**src/rtl/oof_pkg.sv**
```systemverilog
package oof_pkg;
  localparam int FRAME_BITS = 32;
  localparam int CRC_W      = 3;
  localparam int BODY_W     = FRAME_BITS - CRC_W;
  localparam int TA_W       = 10;
  localparam int ADDR_W     = 2;
  localparam int DATA_W     = 16;
  localparam int REG_W      = 18;
  localparam int CNT_W      = $clog2(FRAME_BITS + 2);
  localparam int KIND_BIT   = 7;
  localparam logic [CRC_W-1:0] CRC_SEED = 3'b101;
  localparam logic [CRC_W-1:0] CRC_TAPS = 3'b011;

  typedef enum logic {RESP_SENSOR = 1'b0, RESP_REG = 1'b1} resp_kind_t;

  function automatic logic [CRC_W-1:0] crc_step(input logic [CRC_W-1:0] r, input logic b);
    logic [CRC_W-1:0] n;
    n = {r[CRC_W-2:0], b};
    if (r[CRC_W-1]) n = n ^ CRC_TAPS;
    return n;
  endfunction

  function automatic logic [CRC_W-1:0] crc_of(input logic [BODY_W-1:0] body);
    logic [CRC_W-1:0] r;
    r = CRC_SEED;
    for (int i = BODY_W - 1; i >= 0; i--) r = crc_step(r, body[i]);
    for (int j = 0; j < CRC_W; j++) r = crc_step(r, 1'b0);
    return r;
  endfunction
endpackage

```
**src/rtl/oof_pin_sync.sv**
```systemverilog
module oof_pin_sync #(
  parameter int N = 3,
  parameter int STAGES = 2,
  parameter logic [N-1:0] RST_VAL = '0
) (
  input  logic         clk,
  input  logic         rst_n,
  input  logic [N-1:0] din,
  output logic [N-1:0] level,
  output logic [N-1:0] rise,
  output logic [N-1:0] fall
);
  generate
    for (genvar p = 0; p < N; p++) begin : g_pin
      logic [STAGES:0] chain;
      always_ff @(posedge clk or negedge rst_n) begin
        if (!rst_n) chain <= {(STAGES+1){RST_VAL[p]}};
        else        chain <= {chain[STAGES-1:0], din[p]};
      end
      assign level[p] = chain[STAGES-1];
      assign rise[p]  = chain[STAGES-1] & ~chain[STAGES];
      assign fall[p]  = ~chain[STAGES-1] & chain[STAGES];
    end
  endgenerate
endmodule

```
**src/rtl/oof_rx_frame.sv**
```systemverilog
module oof_rx_frame
  import oof_pkg::*;
(
  input  logic              clk,
  input  logic              rst_n,
  input  logic              cs_low,
  input  logic              cs_rise,
  input  logic              sck_rise,
  input  logic              mosi_s,
  input  logic              common_en,
  input  logic [ADDR_W-1:0] slave_addr,
  output logic              frame_done,
  output logic              frame_ok,
  output logic [TA_W-1:0]   frame_ta
);
  localparam logic [CNT_W-1:0] FULL = CNT_W'(FRAME_BITS);
  localparam logic [CNT_W-1:0] OVER = CNT_W'(FRAME_BITS + 1);

  logic [FRAME_BITS-1:0] sh;
  logic [CRC_W-1:0]      crc;
  logic [CNT_W-1:0]      cnt;
  logic                  addr_match;
  logic                  len_ok;
  logic                  crc_ok;

  assign addr_match = !common_en || (sh[FRAME_BITS-1 -: ADDR_W] == slave_addr);
  assign len_ok     = (cnt == FULL);
  assign crc_ok     = (crc == '0);

  always_ff @(posedge clk or negedge rst_n) begin
    if (!rst_n) begin
      sh <= '0; crc <= CRC_SEED; cnt <= '0;
      frame_done <= 1'b0; frame_ok <= 1'b0; frame_ta <= '0;
    end else begin
      frame_done <= 1'b0;
      if (cs_rise) begin
        frame_done <= 1'b1;
        frame_ok   <= len_ok && crc_ok && addr_match;
        frame_ta   <= sh[FRAME_BITS-1 -: TA_W];
        cnt        <= '0;
        crc        <= CRC_SEED;
      end else if (cs_low && sck_rise) begin
        sh  <= {sh[FRAME_BITS-2:0], mosi_s};
        crc <= crc_step(crc, mosi_s);
        if (cnt != OVER) cnt <= cnt + 1'b1;
      end else if (!cs_low) begin
        cnt <= '0;
        crc <= CRC_SEED;
      end
    end
  end

  AST_CNT_BOUND: assert property (@(posedge clk) disable iff (!rst_n)
    cnt <= OVER);
  AST_DONE_PULSE: assert property (@(posedge clk) disable iff (!rst_n)
    frame_done |=> !frame_done);
endmodule

```
**src/rtl/oof_resp_build.sv**
```systemverilog
module oof_resp_build
  import oof_pkg::*;
(
  input  logic                  clk,
  input  logic                  rst_n,
  input  logic                  frame_done,
  input  logic                  frame_ok,
  input  logic [TA_W-1:0]       frame_ta,
  input  logic                  cs_fall,
  input  logic [ADDR_W-1:0]     slave_addr,
  input  logic [DATA_W-1:0]     sens_data,
  input  logic [1:0]            sens_status,
  input  logic [REG_W-1:0]      reg_data,
  output logic                  load,
  output logic                  load_drive,
  output logic [FRAME_BITS-1:0] load_word,
  output logic [TA_W-1:0]       pend_ta
);
  logic                pend_valid;
  resp_kind_t          kind;
  logic [BODY_W-1:0]   body;

  assign kind = resp_kind_t'(pend_ta[KIND_BIT]);

  always_comb begin
    if (kind == RESP_SENSOR)
      body = {1'b1, slave_addr, pend_ta[KIND_BIT:0], sens_status[1], sens_data, sens_status[0]};
    else
      body = {1'b0, slave_addr, pend_ta[KIND_BIT:0], reg_data};
  end

  always_ff @(posedge clk or negedge rst_n) begin
    if (!rst_n) begin
      pend_valid <= 1'b0; pend_ta <= '0;
      load <= 1'b0; load_drive <= 1'b0; load_word <= '0;
    end else begin
      load <= cs_fall;
      if (frame_done) begin
        pend_valid <= frame_ok;
        if (frame_ok) pend_ta <= frame_ta;
      end
      if (cs_fall) begin
        load_drive <= pend_valid;
        load_word  <= {body, crc_of(body)};
      end
    end
  end

  AST_PEND_HOLD: assert property (@(posedge clk) disable iff (!rst_n)
    !frame_done |=> $stable(pend_ta));
endmodule

```
**src/rtl/oof_tx_shift.sv**
```systemverilog
module oof_tx_shift
  import oof_pkg::*;
(
  input  logic                  clk,
  input  logic                  rst_n,
  input  logic                  load,
  input  logic                  load_drive,
  input  logic [FRAME_BITS-1:0] load_word,
  input  logic                  sck_fall,
  input  logic                  cs_rise,
  output logic                  miso,
  output logic                  miso_oe
);
  logic [FRAME_BITS-1:0] sh;

  always_ff @(posedge clk or negedge rst_n) begin
    if (!rst_n) begin
      sh <= '0; miso_oe <= 1'b0;
    end else if (load) begin
      sh <= load_word; miso_oe <= load_drive;
    end else if (cs_rise) begin
      miso_oe <= 1'b0;
    end else if (sck_fall && miso_oe) begin
      sh <= {sh[FRAME_BITS-2:0], 1'b0};
    end
  end

  assign miso = miso_oe & sh[FRAME_BITS-1];

  AST_OE_DROP: assert property (@(posedge clk) disable iff (!rst_n)
    cs_rise |=> !miso_oe);
  AST_OE_SOURCE: assert property (@(posedge clk) disable iff (!rst_n)
    $rose(miso_oe) |-> $past(load));
  AST_QUIET_OFF: assert property (@(posedge clk) disable iff (!rst_n)
    !miso_oe |-> !miso);
  AST_HOLD_BIT: assert property (@(posedge clk) disable iff (!rst_n)
    (!load && !sck_fall && !cs_rise) |=> $stable(miso));
endmodule

```
**src/rtl/oof_spi_target.sv**
```systemverilog
module oof_spi_target
  import oof_pkg::*;
(
  input  logic              clk,
  input  logic              rst_n,
  input  logic              spi_sck,
  input  logic              spi_cs_n,
  input  logic              spi_mosi,
  output logic              spi_miso,
  output logic              spi_miso_oe,
  input  logic [ADDR_W-1:0] slave_addr,
  input  logic              common_addr_en,
  input  logic [DATA_W-1:0] sens_data,
  input  logic [1:0]        sens_status,
  input  logic [REG_W-1:0]  reg_data,
  output logic [TA_W-1:0]   pend_ta
);
  localparam int PIN_SCK = 0;
  localparam int PIN_CS  = 1;
  localparam int PIN_DI  = 2;

  logic [2:0] lvl, rise, fall;
  logic frame_done, frame_ok, load, load_drive;
  logic [TA_W-1:0] frame_ta;
  logic [FRAME_BITS-1:0] load_word;
  logic unused_edges;

  oof_pin_sync #(.N(3), .STAGES(2), .RST_VAL(3'b010)) u_sync (
    .clk(clk), .rst_n(rst_n), .din({spi_mosi, spi_cs_n, spi_sck}),
    .level(lvl), .rise(rise), .fall(fall));

  assign unused_edges = ^{rise[PIN_DI], fall[PIN_DI], lvl[PIN_SCK]};

  oof_rx_frame u_rx (
    .clk(clk), .rst_n(rst_n), .cs_low(!lvl[PIN_CS]), .cs_rise(rise[PIN_CS]),
    .sck_rise(rise[PIN_SCK]), .mosi_s(lvl[PIN_DI]), .common_en(common_addr_en),
    .slave_addr(slave_addr), .frame_done(frame_done), .frame_ok(frame_ok),
    .frame_ta(frame_ta));

  oof_resp_build u_build (
    .clk(clk), .rst_n(rst_n), .frame_done(frame_done), .frame_ok(frame_ok),
    .frame_ta(frame_ta), .cs_fall(fall[PIN_CS]), .slave_addr(slave_addr),
    .sens_data(sens_data), .sens_status(sens_status), .reg_data(reg_data),
    .load(load), .load_drive(load_drive), .load_word(load_word), .pend_ta(pend_ta));

  oof_tx_shift u_tx (
    .clk(clk), .rst_n(rst_n), .load(load), .load_drive(load_drive),
    .load_word(load_word), .sck_fall(fall[PIN_SCK]), .cs_rise(rise[PIN_CS]),
    .miso(spi_miso), .miso_oe(spi_miso_oe));
endmodule

```
**config.mk**
```make
export PLATFORM = sky130hd
export DESIGN_NAME = oof_spi_target
export DESIGN_NICKNAME = d
export VERILOG_FILES = /design/src/rtl/oof_pkg.sv /design/src/rtl/oof_pin_sync.sv /design/src/rtl/oof_rx_frame.sv /design/src/rtl/oof_resp_build.sv /design/src/rtl/oof_tx_shift.sv /design/src/rtl/oof_spi_target.sv
export SDC_FILE = /design/constraint.sdc
export NUM_CORES = 1
export LEC_CHECK = 0
export ABC_AREA = 0
export CAP_MARGIN = 20
export CELL_PAD_IN_SITES_DETAIL_PLACEMENT = 1
export CELL_PAD_IN_SITES_GLOBAL_PLACEMENT = 1
export CORE_ASPECT_RATIO = 1.1
export CORE_MARGIN = 4
export CORE_UTILIZATION = 51
export DETAILED_ROUTE_END_ITERATION = 16
export DONT_BUFFER_PORTS = 1
export GPL_TIMING_DRIVEN = 0
export HOLD_SLACK_MARGIN = 0.06
export PLACE_DENSITY = 0.87
export SLEW_MARGIN = 20
export SYNTH_ARGS = -nofsm -noshare
export SYNTH_HDL_FRONTEND = slang
export SYNTH_SLANG_ARGS = --single-unit
```
**constraint.sdc**
```tcl
create_clock -name clk -period 2.7 [get_ports clk]
set_input_delay 0.54 -clock clk [delete_from_list [all_inputs] [get_ports clk]]
set_output_delay 0.54 -clock clk [all_outputs]
set_load 0.05 [all_outputs]
```
==> results of run 1 <==
-- cells by family after synthesis --
family	count (synthesis)	share of synthesized area
multiplexers	121	0.2065
AO/OA/AOI/OAI	63	0.05153
AND/OR/NAND/NOR	87	0.05876
buffers and inverters	39	0.03108
XOR/XNOR	52	0.08763
flip-flops	139	0.5585
adder cells (fa/ha/maj)	3	0.006016
-- power breakdown --
group | total [mW] | internal, mW | switching (mW) | leakage [nW]
Clock | 2.70 | 1.83 | 0.868 | 0.331
Sequential | 2.43 | 2.29 | 0.132 | 1.82
Combinational | 0.500 | 0.247 | 0.253 | 1.31
Total | 5.62 | 4.37 | 1.25 | 3.46
-- Yosys cell counts, drive strengths merged --
| master | n | area [µm²] |
|---|---|---|
| xnor3 | 6 | 136.4 |
| a21oi | 2 | 10.01 |
| nand4 | 2 | 12.51 |
| dfrtp | 134 | 3353 |
| clkbuf | 18 | 67.56 |
| dfstp | 5 | 131.4 |
| ha | 3 | 37.54 |
| nor2 | 10 | 37.54 |
| nand4b | 1 | 8.760 |
| o21ai | 59 | 295.3 |
| nor4b | 2 | 17.52 |
| nand3 | 1 | 5.000 |
| buf | 16 | 107.6 |
| a211o | 1 | 8.760 |
| xor2 | 20 | 182.7 |
| mux2i | 59 | 590.6 |
| mux2 | 62 | 698.2 |
| nand2b | 3 | 18.77 |
| inv | 5 | 18.76 |
| nand3b | 1 | 7.510 |
| and2 | 1 | 6.260 |
| xnor2 | 26 | 227.7 |
| nand2 | 64 | 240.2 |
| nor2b | 1 | 6.260 |
| a211oi | 1 | 7.510 |
| and3 | 1 | 6.260 |
-- layout make-up --
cell class / instances / area (µm²) / share of cell area
clock inverters: 11 / 212.7 / 0.02985
well taps: 154 / 192.7 / 0.02704
plain buffers: 34 / 175.2 / 0.02458
clock buffers: 21 / 480.5 / 0.06743
flip-flops and latches: 139 / 3485 / 0.4890
inverters: 5 / 18.77 / 0.002634
multi-input cells: 326 / 2561 / 0.3594
-- flip-flops by register name (all words and copies together) (netlist names) --
signal,count
u_build.load_word,32
u_rx.cnt,6
u_rx.frame_ta,10
u_rx.frame_done,1
u_rx.crc,3
u_tx.miso_oe,1
u_rx.sh,32
u_sync.g_pin.chain,8
u_build.load_drive,1
u_build.load,1
u_rx.frame_ok,1
u_tx.sh,32
u_build.pend_ta,10
u_build.pend_valid,1
-- metal layers --
metal | track usage | vias up | routed length, µm
met3 | 0.07289 | 25 | 782
met1 | 0.2701 | 2038 | 5883
met2 | 0.4326 | 78 | 8495
met4 | 0.08490 | 0 | 295
met5 | 0 | - | 0
li1 | - | 1748 | -
-- path summary, 6_finish.rpt --
kind | from | end | cells past startpoint
min reg2reg | u_sync.g_pin[2].chain[0]$_DFF_PN0_ | u_sync.g_pin[2].chain[1]$_DFF_PN0_ | 0
min | rst_n | u_tx.sh[13]$_DFFE_PN0P_ | 0
max | u_build.pend_ta[7]$_DFFE_PN0P_ | u_build.load_word[2]$_DFFE_PN0P_ | 7
max reg2reg | u_build.pend_ta[7]$_DFFE_PN0P_ | u_build.load_word[2]$_DFFE_PN0P_ | 7
max in group asynchronous | rst_n | u_sync.g_pin[1].chain[1]$_DFF_PN1_ | 0
min in group clk | spi_cs_n | u_sync.g_pin[1].chain[0]$_DFF_PN1_ | 0
-- per-stage QoR --
stage | total power, mW | utilization | instance area [µm²]
2_1_floorplan | 2.792 | - | 6240
3_3_place_gp | 2.873 | 0.5369 | 6432
3_5_place_dp | 2.938 | 0.5369 | 6432
4_1_cts | 5.660 | 0.5947 | 7126
5_1_grt | 5.833 | 0.5947 | 7126
6_report | 5.621 | 0.5947 | 7126
-- worst reg2reg max path: cells and delay by family (launching register included) --
family / cells / cell delay, ns
xor+xnor: 4 / 1.23
flops: 1 / 0.40
mux: 1 / 0.31
buf+inv: 1 / 0.16
compound gates: 1 / 0.10
==> results.json, run 1 <==
{
  "nets": 570,
  "maxCapViolations": 0,
  "ir_drop_v": 0.0006365,
  "cts_root_buffer": "clkbuf_16",
  "wl_per_cell_um": 22.40,
  "route.detailed.drc": 0,
  "fin_skew_ns": 0.007047,
  "place_congestion": 0.8478,
  "worst_ep_required_time_ns": 2.97,
  "syn_avg_cell_area_um2": 12.38,
  "syn_to_final_growth_pct": 14.20,
  "io_pins": 56,
  "final_min_period_over_clock_period": 0.8697,
  "grt_first_pass_wirelength_um": 25280,
  "cts_repair_resize_count": 0,
  "cp_slowest_cell": "xnor3_1",
  "post_synth_inst_count": 504,
  "grt_usage": 0.2402,
  "achievable-frequency_mhz": 425.8,
  "worst-setup-path-type": "reg2reg",
  "layout_commonest_cell": "dfrtp_1",
  "count_of_vias_placed_by_the_detailed_router": 3889,
  "worst_min_delay_path_class": "in2async",
  "clock_buffer_count_from_cts": 17,
  "worstSetupEndpointType": "flop",
  "hold_viol": 134,
  "synth-seq-area-share": 0.5585,
  "setup_violators_final": 0,
  "synth_cell_type_count": 34,
  "worstPathBufferInverterCount": 1,
  "post_drt_via_cell_ratio": 5.636,
  "worst_ep_arrival_time_ns": 2.62,
  "finalMaxSlewViolations": 0,
  "buffers_added_on_ports": 0,
  "timing.critical_path.fanout_max": 5,
  "total_leakage_power_nw": 3.459,
  "filler_cell_count": 1202,
  "dp.cells": 658,
  "globalRoute.totalOverflow": 0,
  "power_density_mw_per_mm2": 788.8,
  "design.die.area_mm2": 0.01407,
  "clock_path_buffers": 2,
  "timing.setup.tns_ns": 0,
  "chipHeight_um": 124.0,
  "dp_worst_setup_slack_ns": 0.3945,
  "timing.critical_path.max_delay_family": "XOR/XNOR gates",
  "drt.antenna.violating_nets": 0,
  "clkTransAtPathRegs_ns": 0.06,
  "timing.final.crit_period_ns": 2.348,
  "design.core.area_mm2": 0.01198,
  "drt-pass1-iter-count": 4,
  "max_h_tree_level": 4,
  "postSynthRegisterBits": 139,
  "grt_max_degree": 140,
  "clk-insertion-delay-late_ns": 0.41,
  "synth.net_count": 551,
  "clock_sink_count": 139,
  "place_hpwl_um": 10370,
  "floorplan.rows": 42,
  "cts_setup_buffers": 0,
  "stdcell_count": 690,
  "worstPathCellList": "buf_6 > mux2i_1 > xnor3_1 > xnor3_2 > xor2_2 > xnor2_1 > o21ai_1",
  "violations": "hold timing",
  "critPathLaunchType": "flop",
  "count_of_routing_violations_after_the_opening_detailed_route_iteration": 177,
  "start_util": 0.5208,
  "r2r_slack_ns": 0.35,
  "total_routed_wirelength_um": 15460,
  "status": "finished with violations",
  "max_stage_delay_ns": 0.48,
  "antenna_found_initial": 0,
  "final_layout_size_suffix_gt1_frac": 0.1903,
  "final_cell_mix": "dfrtp_1 (134), nand2_1 (64), mux2i_1 (59), o21ai_1 (54), mux2_2 (47)",
  "finalWorstSetupSlack_ns": 0.3517,
  "yosys_warnings": 0,
  "antenna_cells_inserted": 0,
  "mappedNetlistArea_mm2": 0.006240,
  "worst_slew_margin_rel": 0.5717,
  "unrepaired_setup_endpoints_after_global_routing": "no",
  "hold-worst-slack_ns": -0.1806,
  "worst-slew-pin-transition_ns": 0.6424,
  "cts_tree": "built",
  "vias_in_the_first_global_route": 4542,
  "dieWidth_um": 113.5
}
Power figures use the tool's default switching activity.
==> run 2: changes to the inputs <==
--- a/config.mk
+++ b/config.mk
@@ -11,5 +11,5 @@
 export CELL_PAD_IN_SITES_GLOBAL_PLACEMENT = 1
 export CORE_ASPECT_RATIO = 1.1
-export CORE_MARGIN = 4
+export CORE_MARGIN = 2
 export CORE_UTILIZATION = 51
 export DETAILED_ROUTE_END_ITERATION = 16
==> constraint.sdc (replaced) <==
create_clock -name clk -period 2.7 [get_ports clk]
set_input_delay 0.27 -clock clk [delete_from_list [all_inputs] [get_ports clk]]
set_output_delay 0.27 -clock clk [all_outputs]
set_load 0.05 [all_outputs]
==> results.json, run 2 (synthesis results as in run 1) <==
{
  "status": "finished with violations",
  "violations": "hold timing",
  "cts_repair_resize_count": 0,
  "timing.final.crit_period_ns": 2.627,
  "total_leakage_power_nw": 3.499,
  "maxCapViolations": 0,
  "cp_slowest_cell": "dlygate4sd3_1",
  "clock_sink_count": 139,
  "worst_min_delay_path_class": "in2async",
  "clkTransAtPathRegs_ns": 0.06,
  "nets": 594,
  "top_regs": "u_build.load_word (32), u_rx.sh (32), u_tx.sh (32)",
  "globalRoute.totalOverflow": 0,
  "unrepaired_setup_endpoints_after_global_routing": "no",
  "count_of_vias_placed_by_the_detailed_router": 4034,
  "post_cts_hold_fix_bufs": 24,
  "max_h_tree_level": 4,
  "post_drt_via_cell_ratio": 5.650,
  "finalMaxSlewViolations": 0,
  "post-route-util": 0.6020,
  "place_hpwl_um": 9928,
  "syn_to_final_growth_pct": 15.60,
  "path_common_cell": "buf_2",
  "route.detailed.drc": 0,
  "max_stage_delay_ns": 0.58,
  "timing.critical_path.fanout_max": 10,
  "critPathLaunchType": "flop",
  "buffers_added_on_ports": 0,
  "grt_first_pass_wirelength_um": 26030,
  "count_of_routing_violations_after_the_opening_detailed_route_iteration": 228,
  "fin_skew_ns": 0.01074,
  "drt-pass1-iter-count": 5,
  "vias_in_the_first_global_route": 4638,
  "worst_ep_required_time_ns": 2.99,
  "design.die.area_mm2": 0.01314,
  "io_pins": 56,
  "final_min_period_over_clock_period": 0.9731,
  "worst-slew-pin-transition_ns": 0.6215,
  "cts_setup_buffers": 0,
  "hold_viol": 139,
  "layout_commonest_cell": "dfrtp_1",
  "hold-worst-slack_ns": -0.4621,
  "final_cell_mix": "dfrtp_1 (134), nand2_1 (64), mux2i_1 (59), o21ai_1 (54), mux2_2 (47)",
  "place_congestion": 0.8184,
  "antenna_found_initial": 0,
  "setup_violators_final": 0,
  "layout.area.seq_mm2": 0.003485,
  "worst_slew_margin_rel": 0.5857,
  "design.core.area_mm2": 0.01198,
  "floorplan.rows": 42,
  "worst-setup-path-type": "reg2reg",
  "clock_buffer_count_from_cts": 17,
  "cts_tree": "built",
  "total_routed_wirelength_um": 16200,
  "dieWidth_um": 109.5,
  "worstSetupEndpointType": "flop",
  "start_util": 0.5208,
  "wl_per_cell_um": 22.69,
  "cts_root_buffer": "clkbuf_16",
  "ir_drop_v": 0.0005162,
  "multi_input_comb_area_mm2": 0.002561,
  "worstPathCellList": "buf_6 > buf_4 > buf_2 > buf_2 > mux2i_1 > dlygate4sd3_1 > o21ai_1",
  "achievable-frequency_mhz": 380.6,
  "antenna_cells_inserted": 0,
  "grt_max_degree": 140,
  "clk-insertion-delay-late_ns": 0.43,
  "worst_ep_arrival_time_ns": 2.92,
  "timing.setup.tns_ns": 0,
  "filler_cell_count": 1195,
  "chipHeight_um": 120.0,
  "power_density_mw_per_mm2": 714.7,
  "clock_path_buffers": 2,
  "final_layout_size_suffix_gt1_frac": 0.1732,
  "drt.antenna.violating_nets": 0,
  "grt_usage": 0.2709
}
-- run 2: cell count changes in the layout (fill, tap and decap cells not counted) --
| cell | change |
|---|---|
| clkinvlp_4 | -3 |
| clkinv_2 | +4 |
| dlygate4sd3_1 | +24 |
| bufinv_16 | -5 |
| clkbuf_1 | +5 |
| clkinv_4 | +1 |
| clkbuf_8 | -2 |
-- run 2: critical path: cells and delay by family, from the launching register on --
| kind | cells | cell delay, ns |
|---|---|---|
| DFF | 1 | 0.39 |
| AOI/OAI and AO/OA | 1 | 0.06 |
| buffers and inverters | 5 | 1.79 |
| muxes | 1 | 0.26 |
-- run 2: worst paths after layout --
check / from / end / slack, ns / depth (start not counted)
min in group clk: sens_status[0] / u_build.load_word[3]$_DFFE_PN0P_ / 0.07 / 2
setup reg to reg: u_build.pend_ta[7]$_DFFE_PN0P_ / u_build.load_word[16]$_DFFE_PN0P_ / 0.07 / 7
setup / recovery: u_build.pend_ta[7]$_DFFE_PN0P_ / u_build.load_word[16]$_DFFE_PN0P_ / 0.07 / 7
hold / removal: rst_n / u_build.load_word[13]$_DFFE_PN0P_ / -0.46 / 0
hold reg to reg: u_sync.g_pin[2].chain[0]$_DFF_PN0_ / u_sync.g_pin[2].chain[1]$_DFF_PN0_ / 0.35 / 0
max in group asynchronous: rst_n / u_sync.g_pin[1].chain[2]$_DFF_PN1_ / 2.92 / 0
-- run 2: final cells by class --
| class | instances | area share |
|---|---|---|
| Timing Repair Buffer | 24 | 0.03330 |
| Inverter | 5 | 0.002602 |
| Clock inverter | 8 | 0.009540 |
| Clock buffer | 24 | 0.06539 |
| Tap cell | 154 | 0.02671 |
| Buffer | 34 | 0.02428 |
| Multi-Input combinational cell | 326 | 0.3551 |
| Sequential cell | 139 | 0.4831 |
-- run 2: power by group --
| part | leakage (nW) | internal, mW | switching, mW |
|---|---|---|---|
| logic | 1.41 | 0.269 | 0.272 |
| clock network | 0.271 | 1.31 | 0.871 |
| registers | 1.82 | 2.29 | 0.143 |
-- run 2: metal layers --
metal  vias to the layer above  GRT usage  part of all wire
li1                       1799          -                 -
met1                      2102     0.3176              0.39
met2                       100     0.4664              0.54
met3                        33    0.07496             0.052
met4                         0     0.1052             0.027
met5                         -          0                 0
-- run 2: through the flow --
stage | hold slack [ns] | setup WS [ns] | power (mW) | area (µm²) | cells
global placement | -0.02014 | 0.4674 | 2.873 | 6432 | 658
CTS | -0.4685 | 0.1526 | 5.141 | 7213 | 714
floorplan | -0.02559 | 0.8187 | 2.792 | 6240 | 504
global route | -0.4752 | 0.004039 | 5.323 | 7213 | 714
detailed placement | -0.02023 | 0.5038 | 2.932 | 6432 | 658
finish | -0.4621 | 0.07274 | 5.155 | 7213 | 714
==> run 3: changes to the inputs <==
- CORE_UTILIZATION: 51 -> 30
- PLACE_DENSITY: 0.87 -> 0.6
- TNS_END_PERCENT: default -> 30
- clock period: 2.7 -> 3.25 ns (I/O delays scaled with it)
==> results.json, run 3 (synthesis results as in run 1) <==
{
  "buffers_added_on_ports": 0,
  "worst_ep_arrival_time_ns": 2.57,
  "worst_ep_required_time_ns": 3.54,
  "design.die.area_mm2": 0.02197,
  "critPathLaunchType": "flop",
  "power_density_mw_per_mm2": 613.4,
  "grt_first_pass_wirelength_um": 22860,
  "top_regs": "u_build.load_word (32), u_rx.sh (32), u_tx.sh (32)",
  "worst_slew_margin_rel": 0.5397,
  "stdcell_count": 795,
  "clkTransAtPathRegs_ns": 0.06,
  "status": "finished with violations",
  "count_of_routing_violations_after_the_opening_detailed_route_iteration": 125,
  "drt-pass1-iter-count": 4,
  "clk-insertion-delay-late_ns": 0.42,
  "timing.setup.tns_ns": 0,
  "worst_min_delay_path_class": "in2async",
  "nets": 575,
  "final_layout_size_suffix_gt1_frac": 0.1818,
  "timing.reg2reg.worst_path_depth": 7,
  "cts_root_buffer": "clkbuf_16",
  "drt.antenna.violating_nets": 0,
  "finalMaxSlewViolations": 0,
  "layout_commonest_cell": "dfrtp_1",
  "design.core.area_mm2": 0.02051,
  "chipHeight_um": 155.3,
  "place_hpwl_um": 9823,
  "hold-worst-slack_ns": -0.3979,
  "route.detailed.drc": 0,
  "ir_drop_v": 0.0003608,
  "wl_per_cell_um": 17.21,
  "timing.critical_path.fanout_max": 10,
  "final_min_period_over_clock_period": 0.7027,
  "cts_tree": "built",
  "clock_path_buffers": 2,
  "fin_skew_ns": 0.006723,
  "hold_viol": 139,
  "post_drt_via_cell_ratio": 4.697,
  "total_leakage_power_nw": 3.453,
  "floorplan.rows": 55,
  "maxCapViolations": 0,
  "syn_to_final_growth_pct": 15.96,
  "clock_sink_count": 139,
  "max_h_tree_level": 4,
  "vias_in_the_first_global_route": 4288,
  "final_cell_mix": "dfrtp_1 (134), nand2_1 (64), mux2i_1 (59), o21ai_1 (54), mux2_2 (47)",
  "unrepaired_setup_endpoints_after_global_routing": "no",
  "io_pins": 56,
  "violations": "hold timing",
  "clock_buffer_count_from_cts": 17,
  "dieWidth_um": 141.5,
  "grt_max_degree": 140,
  "worst-slew-pin-transition_ns": 0.6904,
  "setup_violators_final": 0,
  "worst-setup-path-type": "reg2reg",
  "grt_usage": 0.1371,
  "post_cts_hold_fix_bufs": 5,
  "antenna_found_initial": 0,
  "timing.final.crit_period_ns": 2.284,
  "count_of_vias_placed_by_the_detailed_router": 3734,
  "worstSetupEndpointType": "flop",
  "place_congestion": 0.7482,
  "start_util": 0.3043,
  "total_routed_wirelength_um": 13680,
  "dp.cells": 760,
  "achievable-frequency_mhz": 437.9,
  "filler_cell_count": 2203,
  "globalRoute.totalOverflow": 0,
  "antenna_cells_inserted": 0
}
run 3: worst max-delay path, stage by stage, from the launching register on:
cell and delay, ns:
dfrtp_1 0.39, buf_6 0.17, buf_4 0.24, mux2i_1 0.39, xnor3_2 0.45, xor2_2 0.21
xnor2_1 0.20, o21ai_1 0.07
run 3: power breakdown:
part / internal [mW] / switching, mW / total, mW
Sequential: 1.91 / 0.0936 / 2.00
Combinational: 0.208 / 0.188 / 0.396
Clock: 1.35 / 0.689 / 2.04
Total: 3.47 / 0.971 / 4.44
run 3: worst paths after layout:
kind	start	to	slack, ns
worst max-delay path	u_build.pend_ta[7]$_DFFE_PN0P_	u_build.load_word[2]$_DFFE_PN0P_	0.97
worst min register to register	u_sync.g_pin[1].chain[0]$_DFF_PN1_	u_sync.g_pin[1].chain[1]$_DFF_PN1_	0.35
worst min-delay path	rst_n	u_build.load_word[10]$_DFFE_PN0P_	-0.40
min in group clk	sens_data[7]	u_build.load_word[11]$_DFFE_PN0P_	0.10
worst max register to register	u_build.pend_ta[7]$_DFFE_PN0P_	u_build.load_word[2]$_DFFE_PN0P_	0.97
max in group asynchronous	rst_n	u_rx.crc[0]$_DFFE_PN1P_	3.38
run 3: per-stage QoR:
stage                     utilization  area (µm²)  setup slack, ns  power [mW]
after floorplan                     -        6240            1.369       2.319
final                          0.3528        7236           0.9662       4.438
after global routing           0.3528        7236           0.8568       4.644
after global placement         0.3199        6560           0.9861       2.401
after detailed placement       0.3199        6560           0.9650       2.426
after CTS                      0.3528        7236           0.9569       4.501
run 3: final cells by class:
type	count	area [µm²]	area share
Multi-Input combinational cell	326	2561	0.3540
Clock inverter	7	137.6	0.01902
Tap cell	256	320.3	0.04427
Sequential cell	139	3485	0.4816
Timing Repair Buffer	5	50.05	0.006917
Clock buffer	23	488.0	0.06744
Buffer	34	175.2	0.02421
Inverter	5	18.77	0.002594
run 3: timing repair:
item,CTS,global route
resized for setup,0,0
endpoints found under the hold margin,144,139
setup endpoints to repair,0,0
setup buffers,0,0
run 3: routing by layer:
layer  GRT usage  wire length [µm]  up-vias
li1            -                 -     1760
met1      0.1619              5908     1900
met2      0.2358              6876       54
met3     0.04524               710       20
met4     0.04429               185        0
met5           0                 0        -
